[src/rtl/sar_seq_pkg.sv]
package sar_seq_pkg;

    typedef enum logic [1:0] {
        ST_IDLE  = 2'd0,
        ST_ARMED = 2'd1,
        ST_TRIAL = 2'd2,
        ST_HOLD  = 2'd3
    } sar_state_e;

endpackage

[src/rtl/sar_edge_detect.sv]
module sar_edge_detect (
    input  logic clk,
    input  logic rst_n,
    input  logic level_i,
    output logic rise_o,
    output logic fall_o
);

    logic level_q;

    always_ff @(posedge clk) begin
        if (!rst_n) begin
            level_q <= 1'b0;
        end else begin
            level_q <= level_i;
        end
    end

    assign rise_o = level_i & ~level_q;
    assign fall_o = ~level_i & level_q;

endmodule

[src/rtl/sar_width_counter.sv]
module sar_width_counter #(
    parameter int LIMIT = 50
) (
    input  logic clk,
    input  logic rst_n,
    input  logic clear_i,
    input  logic count_en_i,
    output logic reached_o
);

    localparam int CW = $clog2(LIMIT + 1);
    localparam logic [CW-1:0] LIMIT_V = CW'(LIMIT);

    logic [CW-1:0] cnt_q;

    // The edge that clears the counter already sees the strobe high, so it counts as one.
    always_ff @(posedge clk) begin
        if (!rst_n) begin
            cnt_q <= '0;
        end else if (clear_i) begin
            cnt_q <= CW'(1);
        end else if (count_en_i && (cnt_q < LIMIT_V)) begin
            cnt_q <= cnt_q + 1'b1;
        end
    end

    assign reached_o = (cnt_q >= LIMIT_V);

endmodule

[src/rtl/sar_step_timer.sv]
module sar_step_timer #(
    parameter int STEP_CYC = 250
) (
    input  logic clk,
    input  logic rst_n,
    input  logic restart_i,
    input  logic run_i,
    output logic tick_o
);

    localparam int TW = (STEP_CYC > 1) ? $clog2(STEP_CYC) : 1;
    localparam logic [TW-1:0] LAST_V = TW'(STEP_CYC - 1);

    logic [TW-1:0] cnt_q;

    assign tick_o = run_i && (cnt_q == LAST_V);

    always_ff @(posedge clk) begin
        if (!rst_n) begin
            cnt_q <= '0;
        end else if (restart_i) begin
            cnt_q <= '0;
        end else if (run_i) begin
            if (tick_o) begin
                cnt_q <= '0;
            end else begin
                cnt_q <= cnt_q + 1'b1;
            end
        end
    end

endmodule

[src/rtl/sar_trial_reg.sv]
module sar_trial_reg #(
    parameter int WIDTH = 8
) (
    input  logic             clk,
    input  logic             rst_n,
    input  logic             clear_i,
    input  logic             start_i,
    input  logic             decide_i,
    input  logic             keep_i,
    output logic [WIDTH-1:0] code_o,
    output logic             last_o
);

    localparam int IW = (WIDTH > 1) ? $clog2(WIDTH) : 1;
    localparam logic [IW-1:0] MSB_IDX = IW'(WIDTH - 1);

    logic [WIDTH-1:0] code_q;
    logic [WIDTH-1:0] code_nxt;
    logic [IW-1:0]    idx_q;
    logic [IW-1:0]    idx_nxt;

    always_comb begin
        code_nxt = code_q;
        idx_nxt  = idx_q;
        if (clear_i) begin
            code_nxt = '0;
            idx_nxt  = MSB_IDX;
        end else if (start_i) begin
            code_nxt          = '0;
            code_nxt[MSB_IDX] = 1'b1;
            idx_nxt           = MSB_IDX;
        end else if (decide_i) begin
            code_nxt[idx_q] = keep_i;
            if (idx_q != '0) begin
                code_nxt[idx_q - 1'b1] = 1'b1;
                idx_nxt                = idx_q - 1'b1;
            end
        end
    end

    always_ff @(posedge clk) begin
        if (!rst_n) begin
            code_q <= '0;
            idx_q  <= MSB_IDX;
        end else begin
            code_q <= code_nxt;
            idx_q  <= idx_nxt;
        end
    end

    assign code_o = code_q;
    assign last_o = (idx_q == '0);

endmodule

[src/rtl/sar_seq_ctrl.sv]
module sar_seq_ctrl #(
    parameter int WIDTH         = 8,
    parameter int MIN_PULSE_CYC = 50,
    parameter int STEP_CYC      = 250
) (
    input  logic             clk,
    input  logic             rst_n,
    input  logic             convert_i,
    input  logic             de_n_i,
    input  logic             cmp_keep_i,
    output logic             ready_o,
    output logic             pulse_err_o,
    output logic             data_oe_o,
    output logic [WIDTH-1:0] data_o
);

    import sar_seq_pkg::*;

    sar_state_e       state_q;
    sar_state_e       state_nxt;
    logic             cv_rise;
    logic             cv_fall;
    logic             width_ok;
    logic             step_tick;
    logic             last_bit;
    logic             do_start;
    logic             do_decide;
    logic             short_pulse;
    logic             err_q;
    logic [WIDTH-1:0] result_q;

    sar_edge_detect u_edge (
        .clk     (clk),
        .rst_n   (rst_n),
        .level_i (convert_i),
        .rise_o  (cv_rise),
        .fall_o  (cv_fall)
    );

    sar_width_counter #(.LIMIT(MIN_PULSE_CYC)) u_width (
        .clk        (clk),
        .rst_n      (rst_n),
        .clear_i    (cv_rise),
        .count_en_i ((state_q == ST_ARMED) && convert_i),
        .reached_o  (width_ok)
    );

    sar_step_timer #(.STEP_CYC(STEP_CYC)) u_step (
        .clk       (clk),
        .rst_n     (rst_n),
        .restart_i (do_start),
        .run_i     (state_q == ST_TRIAL),
        .tick_o    (step_tick)
    );

    sar_trial_reg #(.WIDTH(WIDTH)) u_trial (
        .clk      (clk),
        .rst_n    (rst_n),
        .clear_i  (cv_rise),
        .start_i  (do_start),
        .decide_i (do_decide),
        .keep_i   (cmp_keep_i),
        .code_o   (result_q),
        .last_o   (last_bit)
    );

    assign do_start    = (state_q == ST_ARMED) && cv_fall && width_ok;
    assign short_pulse = (state_q == ST_ARMED) && cv_fall && !width_ok;
    assign do_decide   = (state_q == ST_TRIAL) && step_tick && !cv_rise;

    // State register
    always_ff @(posedge clk) begin
        if (!rst_n) begin
            state_q <= ST_IDLE;
            err_q   <= 1'b0;
        end else begin
            state_q <= state_nxt;
            err_q   <= short_pulse;
        end
    end

    // Next-state logic; a strobe rise wins in every state
    always_comb begin
        state_nxt = state_q;
        if (cv_rise) begin
            state_nxt = ST_ARMED;
        end else begin
            unique case (state_q)
                ST_IDLE:  state_nxt = ST_IDLE;
                ST_ARMED: begin
                    if (cv_fall) begin
                        state_nxt = width_ok ? ST_TRIAL : ST_IDLE;
                    end
                end
                ST_TRIAL: begin
                    if (step_tick && last_bit) begin
                        state_nxt = ST_HOLD;
                    end
                end
                ST_HOLD:  state_nxt = ST_HOLD;
            endcase
        end
    end

    // Outputs
    always_comb begin
        ready_o     = (state_q == ST_ARMED) || (state_q == ST_TRIAL);
        pulse_err_o = err_q;
        data_oe_o   = ~de_n_i;
        data_o      = data_oe_o ? result_q : '0;
    end

endmodule

[config.mk]
export PLATFORM = sky130hd
export DESIGN_NAME = sar_seq_ctrl
export DESIGN_NICKNAME = d
export VERILOG_FILES = /design/src/rtl/sar_seq_pkg.sv /design/src/rtl/sar_edge_detect.sv /design/src/rtl/sar_width_counter.sv /design/src/rtl/sar_step_timer.sv /design/src/rtl/sar_trial_reg.sv /design/src/rtl/sar_seq_ctrl.sv
export SDC_FILE = /design/constraint.sdc
export NUM_CORES = 1
export LEC_CHECK = 0
export ABC_AREA = 1
export BUFFER_PORTS_ARGS = -buffer_cell sky130_fd_sc_hd__buf_2
export CAP_MARGIN = 20
export CORE_MARGIN = 2
export CORE_UTILIZATION = 55
export CTS_CLUSTER_SIZE = 24
export DETAILED_ROUTE_END_ITERATION = 8
export PLACE_DENSITY = 0.74
export SLEW_MARGIN = 20
export SYNTH_ARGS = -nofsm -noshare
export SYNTH_HDL_FRONTEND = slang
export SYNTH_HIERARCHICAL = 1
export SYNTH_SLANG_ARGS = --single-unit
[constraint.sdc]
create_clock -name clk -period 4.15 [get_ports clk]
set_input_delay 0.415 -clock clk [delete_from_list [all_inputs] [get_ports clk]]
set_output_delay 0.415 -clock clk [all_outputs]
set_load 0.05 [all_outputs]
==> flow_summary.toml, run 1 <==
[synth]
synth_flop_cell = "dfxtp_1"
ys_ff_latch = 29
ys_warn_count = 6
synth_area_um2 = 1820
syn_inst = 287
synth_cell_types = 25
yosysTopAreaCellShare_pct = 32.0
yosysSeqAreaShare_pct = 32.0
synth_fp_nets = 304
async_reset_ff_share_pct = 0
synthTopCellsByArea = "dfxtp_1, nand2_1, inv_1"
syn_area_per_cell_um2 = 6.33
yosys.area.top_type = "dfxtp_1"
yosysMostFrequentCell = "nand2_1"
synth_edf_count = 0
yosys-top-cells-count = "nand2_1, inv_1, nor2_1, dfxtp_1, nand3_1"

[clock_network]
cts_tree = "yes"
cts_setup_buffers = 0
cts_buffers = 5
clock_path_buffers = 2
clkLatencyLatePin_ps = 330
cts_resized = 0
h-tree-depth = 2
ctsHoldBuffers = 0
root_buffer = "clkbuf_4"
clock-sinks = 29
clkTransAtPathRegs_ps = 90

[die]
ioPinCount = 16
die_y_um = 61.5
core_um2 = 3100
dieArea_um2 = 3780
start_util_pct = 58.5
row_count = 20
die_w_um = 61.5

[detailed_routing]
via_per_inst = 4.60
drc = 0
vias = 1624
routedWlPerCell_um = 9.22
ant_nets = 0
drt_iter0_drc = 60
wirelength_um = 3250
drt_pre_antenna_iters = 5

[global_route]
antenna_found_initial = 0
grt_pass1_vias = 1401
grt_pass1_wl_um = 5710
grt_util_all_layers_pct = 20.8
grt_overflow_total = 0
grt_max_degree = 10

[power_and_ir_drop]
vdd_ir_drop_max_mv = 0.210
finalPower_w = 0.000515
power.density_nw_per_um2 = 259
p_leak_nw = 0.991

[final_layout]
antennaDiodeCount = 0
drive_above_1_share_pct = 13.6
nets = 325
syn_to_final_growth_pct = 9.71

[sta]
clock_skew_ps = 10.9
fmax_mhz = 458
period_needed_ps = 2180
worstMarginPinSlew_ps = 409
setup_viol = 0
final_hold_viol_count = 0
fin_crit_sh_pct = 52.6
finalMaxSlewViolations = 0
tns_ps = 0
hold_ws_ps = 313
rsz0062_at_grt = "no"
relSlewSlack_pct = 72.7

[setup_path]
cp-start-kind = "flop"
critical_path_class = "flop to flop"
critPathMaxFanout = 6
critPathRequiredTime_ps = 4410
critPathCaptureType = "flop"
worst-endpoint-arrival_ps = 2440

[hold_path]
min_path_type = "input port to flop"

[flow_run]
cap_viol_max_count = 0

[place]
routabilityCongestion = 0.850
dp.final_hpwl_um = 2580
portBuffers = 15

[outcome]
status = "complete, no violations"
-- where the power goes --
group	leakage (nW)	switching [W]	total, W	internal [W]
clock	0.0320	0.0000998	0.000164	0.0000644
combinational	0.725	0.0000436	0.0000637	0.0000202
sequential	0.235	0.00000472	0.000287	0.000283
total	0.991	0.000148	0.000515	0.000367
-- stage by stage --
step                util, %  cell area (um^2)  std cells  setup WS [ps]
CTS                    64.2              1990        353           1960
floorplan                 -              1820        287           2270
detailed placement     62.6              1940        345           1980
global route           64.2              1990        353           1630
global placement       62.6              1940        345           2090
finish                 64.2              1990        353           1970
-- area by class of cell --
cell class                      instances  area (um^2)
Tap cell                               44         55.1
Clock inverter                          2         10.0
Timing Repair Buffer                   15         75.1
Clock buffer                            6         41.3
Fill cell                             328         1110
Inverter                               57          214
Multi-Input combinational cell        200         1020
Sequential cell                        29          581
-- flip-flops by register name, indices dropped and copies added (netlist names) --
name and flops:
state_q 2, u_width/cnt_q 6, u_trial/code_o 8, u_trial/idx_q 3, u_step/cnt_q 8, pulse_err_o 1
u_edge/level_q 1
-- kinds of logic after synthesis --
logic type,after synthesis,share of synthesized area [%]
adders and majority gates,12,8.26
and+or+nand+nor,159,37.9
buffers and inverters,58,12.1
DFF,29,32.0
AOI/OAI and AO/OA,25,7.85
xor gates and xnor gates,4,1.93
-- per-layer routing --
metal	track usage, %	vias up	part of all wire (%)
met5	0	-	0
met4	10.3	0	2.4
met3	6.93	7	4.1
met2	31.8	30	44
met1	26.2	675	50
li1	-	912	-
-- path summary, 6_finish.rpt --
check / start / end / slack, ps / cells after the start
max reg2reg: state_q[0]$_SDFFE_PN0P_ / u_trial/code_o[5]$_SDFFE_PP0P_ / 1970 / 14
min: convert_i / u_edge/level_q$_SDFF_PN0_ / 310 / 3
min reg2reg: u_width/cnt_q[5]$_SDFFE_PP0P_ / u_width/cnt_q[5]$_SDFFE_PP0P_ / 460 / 2
max: state_q[0]$_SDFFE_PN0P_ / u_trial/code_o[5]$_SDFFE_PP0P_ / 1970 / 14
-- cells in the final DEF (no fill, tap or decap) --
cell type  Yosys  layout
ha_1          12      12
nor3_1         5       5
o21ai_0        6       6
clkinv_1       2       2
nand3_1       20      20
inv_1         51      51
a21oi_1       15      15
nor2_2         5       5
nand4_2        1       1
nor2_4         2       2
or2_2          1       1
o21bai_1       1       1
nand4_1        1       1
xnor2_1        1       1
nand2_4        1       1
inv_2          4       4
clkbuf_4       0       5
nand2_1       70      70
a21boi_4       1       1
nand2_2        5       5
nor2_1        48      48
dfxtp_1       29      29
o22ai_1        1       1
buf_2          1      15
clkbuf_1       0       1
o21ai_1        1       1
clkinv_2       0       2
xor2_1         3       3
-- worst max-delay path: stages, from the launching register on --
cell     delay, ps
dfxtp_1        360
inv_1          110
ha_1           290
nand2_1         80
nor2_1         130
nand2_1         80
inv_1           70
nand2_1         50
nor2_1         220
inv_1          110
nor2_4         150
nand2_1        140
inv_1          100
nand3_1         70
a21oi_1        150
No activity file was read; power rests on OpenSTA's default activity.
==> inputs of run 2 (changes only) <==
--- a/config.mk
+++ b/config.mk
@@ -9,10 +9,10 @@
 export BUFFER_PORTS_ARGS = -buffer_cell sky130_fd_sc_hd__buf_2
 export CAP_MARGIN = 20
 export CORE_MARGIN = 2
-export CORE_UTILIZATION = 55
+export CORE_UTILIZATION = 53
 export CTS_CLUSTER_SIZE = 24
 export DETAILED_ROUTE_END_ITERATION = 8
-export PLACE_DENSITY = 0.74
+export PLACE_DENSITY = 0.75
 export SLEW_MARGIN = 20
 export SYNTH_ARGS = -nofsm -noshare
 export SYNTH_HDL_FRONTEND = slang
==> constraint.sdc (replaced) <==
create_clock -name clk -period 1.8 [get_ports clk]
set_input_delay 0.18 -clock clk [delete_from_list [all_inputs] [get_ports clk]]
set_output_delay 0.18 -clock clk [all_outputs]
set_load 0.05 [all_outputs]
==> flow_summary.toml, run 2 (same netlist as run 1, synthesis figures left out) <==
[setup_path]
r2r_slack_ps = 40
worst-endpoint-arrival_ps = 2000
critPathCaptureType = "flop"
crit_chain = "inv_2 > buf_4 > buf_4 > ha_1 > nand2_2 > nor2_4 > inv_2 > nor2_4 > nand2_2 > nand2_2 > o21ai_2 > nor2_1 > nor2_1"
critPathMaxFanout = 6
critPathRequiredTime_ps = 2050
worst-path-buf-inv = 4
path_delay_family = "simple AND/OR/NAND/NOR gates"
r2r_cells = 13
crit_top_cell = "nand2_2"
cp-start-kind = "flop"
r2r-end = "u_trial/code_o[0]$_SDFFE_PP0P_"
critPathLaunch = "state_q[0]$_SDFFE_PN0P_"
slowest_stage = "dfxtp_2"
r2r-start = "state_q[0]$_SDFFE_PN0P_"
cpPeakStageDelay_ps = 340
critical_path_class = "flop to flop"

[flow_run]
cap_viol_max_count = 0

[place]
routabilityCongestion = 0.820
post_dp_cell_area_um2 = 2020
place_inst = 357
dp.final_hpwl_um = 2590
portBuffers = 15
dpl_worst_slack_ps = 2.36

[final_layout]
antennaDiodeCount = 0
syn_to_final_growth_pct = 20.6
drive_above_1_share_pct = 25.3
nets = 336
final_cells = 366
final_common_cell = "nand2_1"
fin_area_um2 = 2190
final_cell_mix = "nand2_1, inv_1, nor2_1, dfxtp_1, nand3_1"

[clock_network]
clock_path_buffers = 2
h-tree-depth = 2
clkTransAtPathRegs_ps = 100
cts_buffers = 5
clkLatencyLatePin_ps = 340
ctsHoldBuffers = 0
root_buffer = "clkbuf_4"
clock-sinks = 29
cts_tree = "yes"

[power_and_ir_drop]
finalPower_w = 0.00131
power.density_nw_per_um2 = 599
vdd_ir_drop_max_mv = 0.380
p_comb_share_pct = 14.2
p_switching_w = 0.000363
p_int_w = 0.000950
p_leak_nw = 1.06
p_seq_share_pct = 50.4
switching_share_pct = 27.6
clockPowerShare_pct = 35.4

[hold_path]
hp-start = "convert_i"
min_path_type = "input port to flop"
hold_depth = 3
hold_path_end = "u_edge/level_q$_SDFF_PN0_"

[sta]
final_hold_viol_count = 0
setup_viol = 0
rsz0062_at_grt = "yes"
worstMarginPinSlew_ps = 355
period_needed_ps = 1760
fin_crit_sh_pct = 97.5
relSlewSlack_pct = 76.4
fmax_mhz = 570
finalMaxSlewViolations = 0
clock_skew_ps = 6.59
setup_ws_ps = 44.6
tns_ps = 0

[detailed_routing]
via_per_inst = 4.75
drc = 0
ant_nets = 0
vias = 1737
wirelength_um = 3550
drt_pre_antenna_iters = 4
routedWlPerCell_um = 9.69
drt_iter0_drc = 41

[global_route]
grt_util_all_layers_pct = 19.5
globalRouteMet3Util_pct = 5.05
grt_pass1_vias = 1562
grt_max_degree = 10
antenna_found_initial = 0
grt_overflow_total = 0
gr-usage-met1_pct = 23.6
grt.met2_usage_pct = 31.7
grt_pass1_wl_um = 6170
busiest_layer = "met2"

[die]
ioPinCount = 16
start_util_pct = 54.9
core_um2 = 3310
row_count = 21
dieArea_um2 = 3910
die_y_um = 62.5
die_w_um = 62.5

[outcome]
status = "complete, no violations"
[run 2: cell count changes in the layout (fill, tap and decap cells not counted), sizes merged]
cell and change:
clkbuf +1, clkinv -1, buf +11
[run 2: worst max-delay path by stage]
stage	end	slack, ps	cells after the start
floorplan	u_trial/code_o[5]$_SDFFE_PP0P_	20	14
finish	u_trial/code_o[0]$_SDFFE_PP0P_	40	13
global placement	u_trial/code_o[7]$_SDFFE_PP0P_	80	14
CTS	u_trial/code_o[0]$_SDFFE_PP0P_	-10	15
global route	u_trial/code_o[0]$_SDFFE_PP0P_	-110	15
detailed placement	u_trial/code_o[5]$_SDFFE_PP0P_	2	14
[run 2: final cells by class]
class,instances,area (um^2)
fill,313,1120
multi-input combinational,200,1110
sequential,29,584
inverter,57,214
timing repair buffer,26,158
clock buffer,7,65.1
tap,46,57.6
clock inverter,1,5.00
[run 2: worst min-delay path: stages]
cell,delay [ps]
buf_2,110
nand2_1,50
inv_1,40
[run 2: repair_timing]
action	in CTS	in global routing
pin swaps	0	10
setup endpoints to repair	2	15
resized for setup	1	30
buffers inserted	0	1
[run 2: stage by stage]
step / hold slack (ps) / util, %
4_1_cts: 55.1 / 63.3
6_report: 57.9 / 66.2
2_1_floorplan: 273 / -
3_3_place_gp: 406 / 61.1
5_1_grt: 115 / 66.2
3_5_place_dp: 414 / 61.1
[run 2: power groups by stage]
stage / clock network, W / logic (W) / registers [W]
after floorplan: 0 / 0.000118 / 0.000677
after global placement: 0 / 0.000173 / 0.000674
after detailed placement: 0 / 0.000174 / 0.000674
after CTS: 0.000477 / 0.000175 / 0.000659
after global routing: 0.000511 / 0.000212 / 0.000664
final: 0.000464 / 0.000186 / 0.000662
[run 2: metal layers]
layer / vias up / wire length, um
li1: 937 / -
met1: 751 / 1660
met2: 40 / 1680
met3: 9 / 166
met4: 0 / 48
met5: - / 0
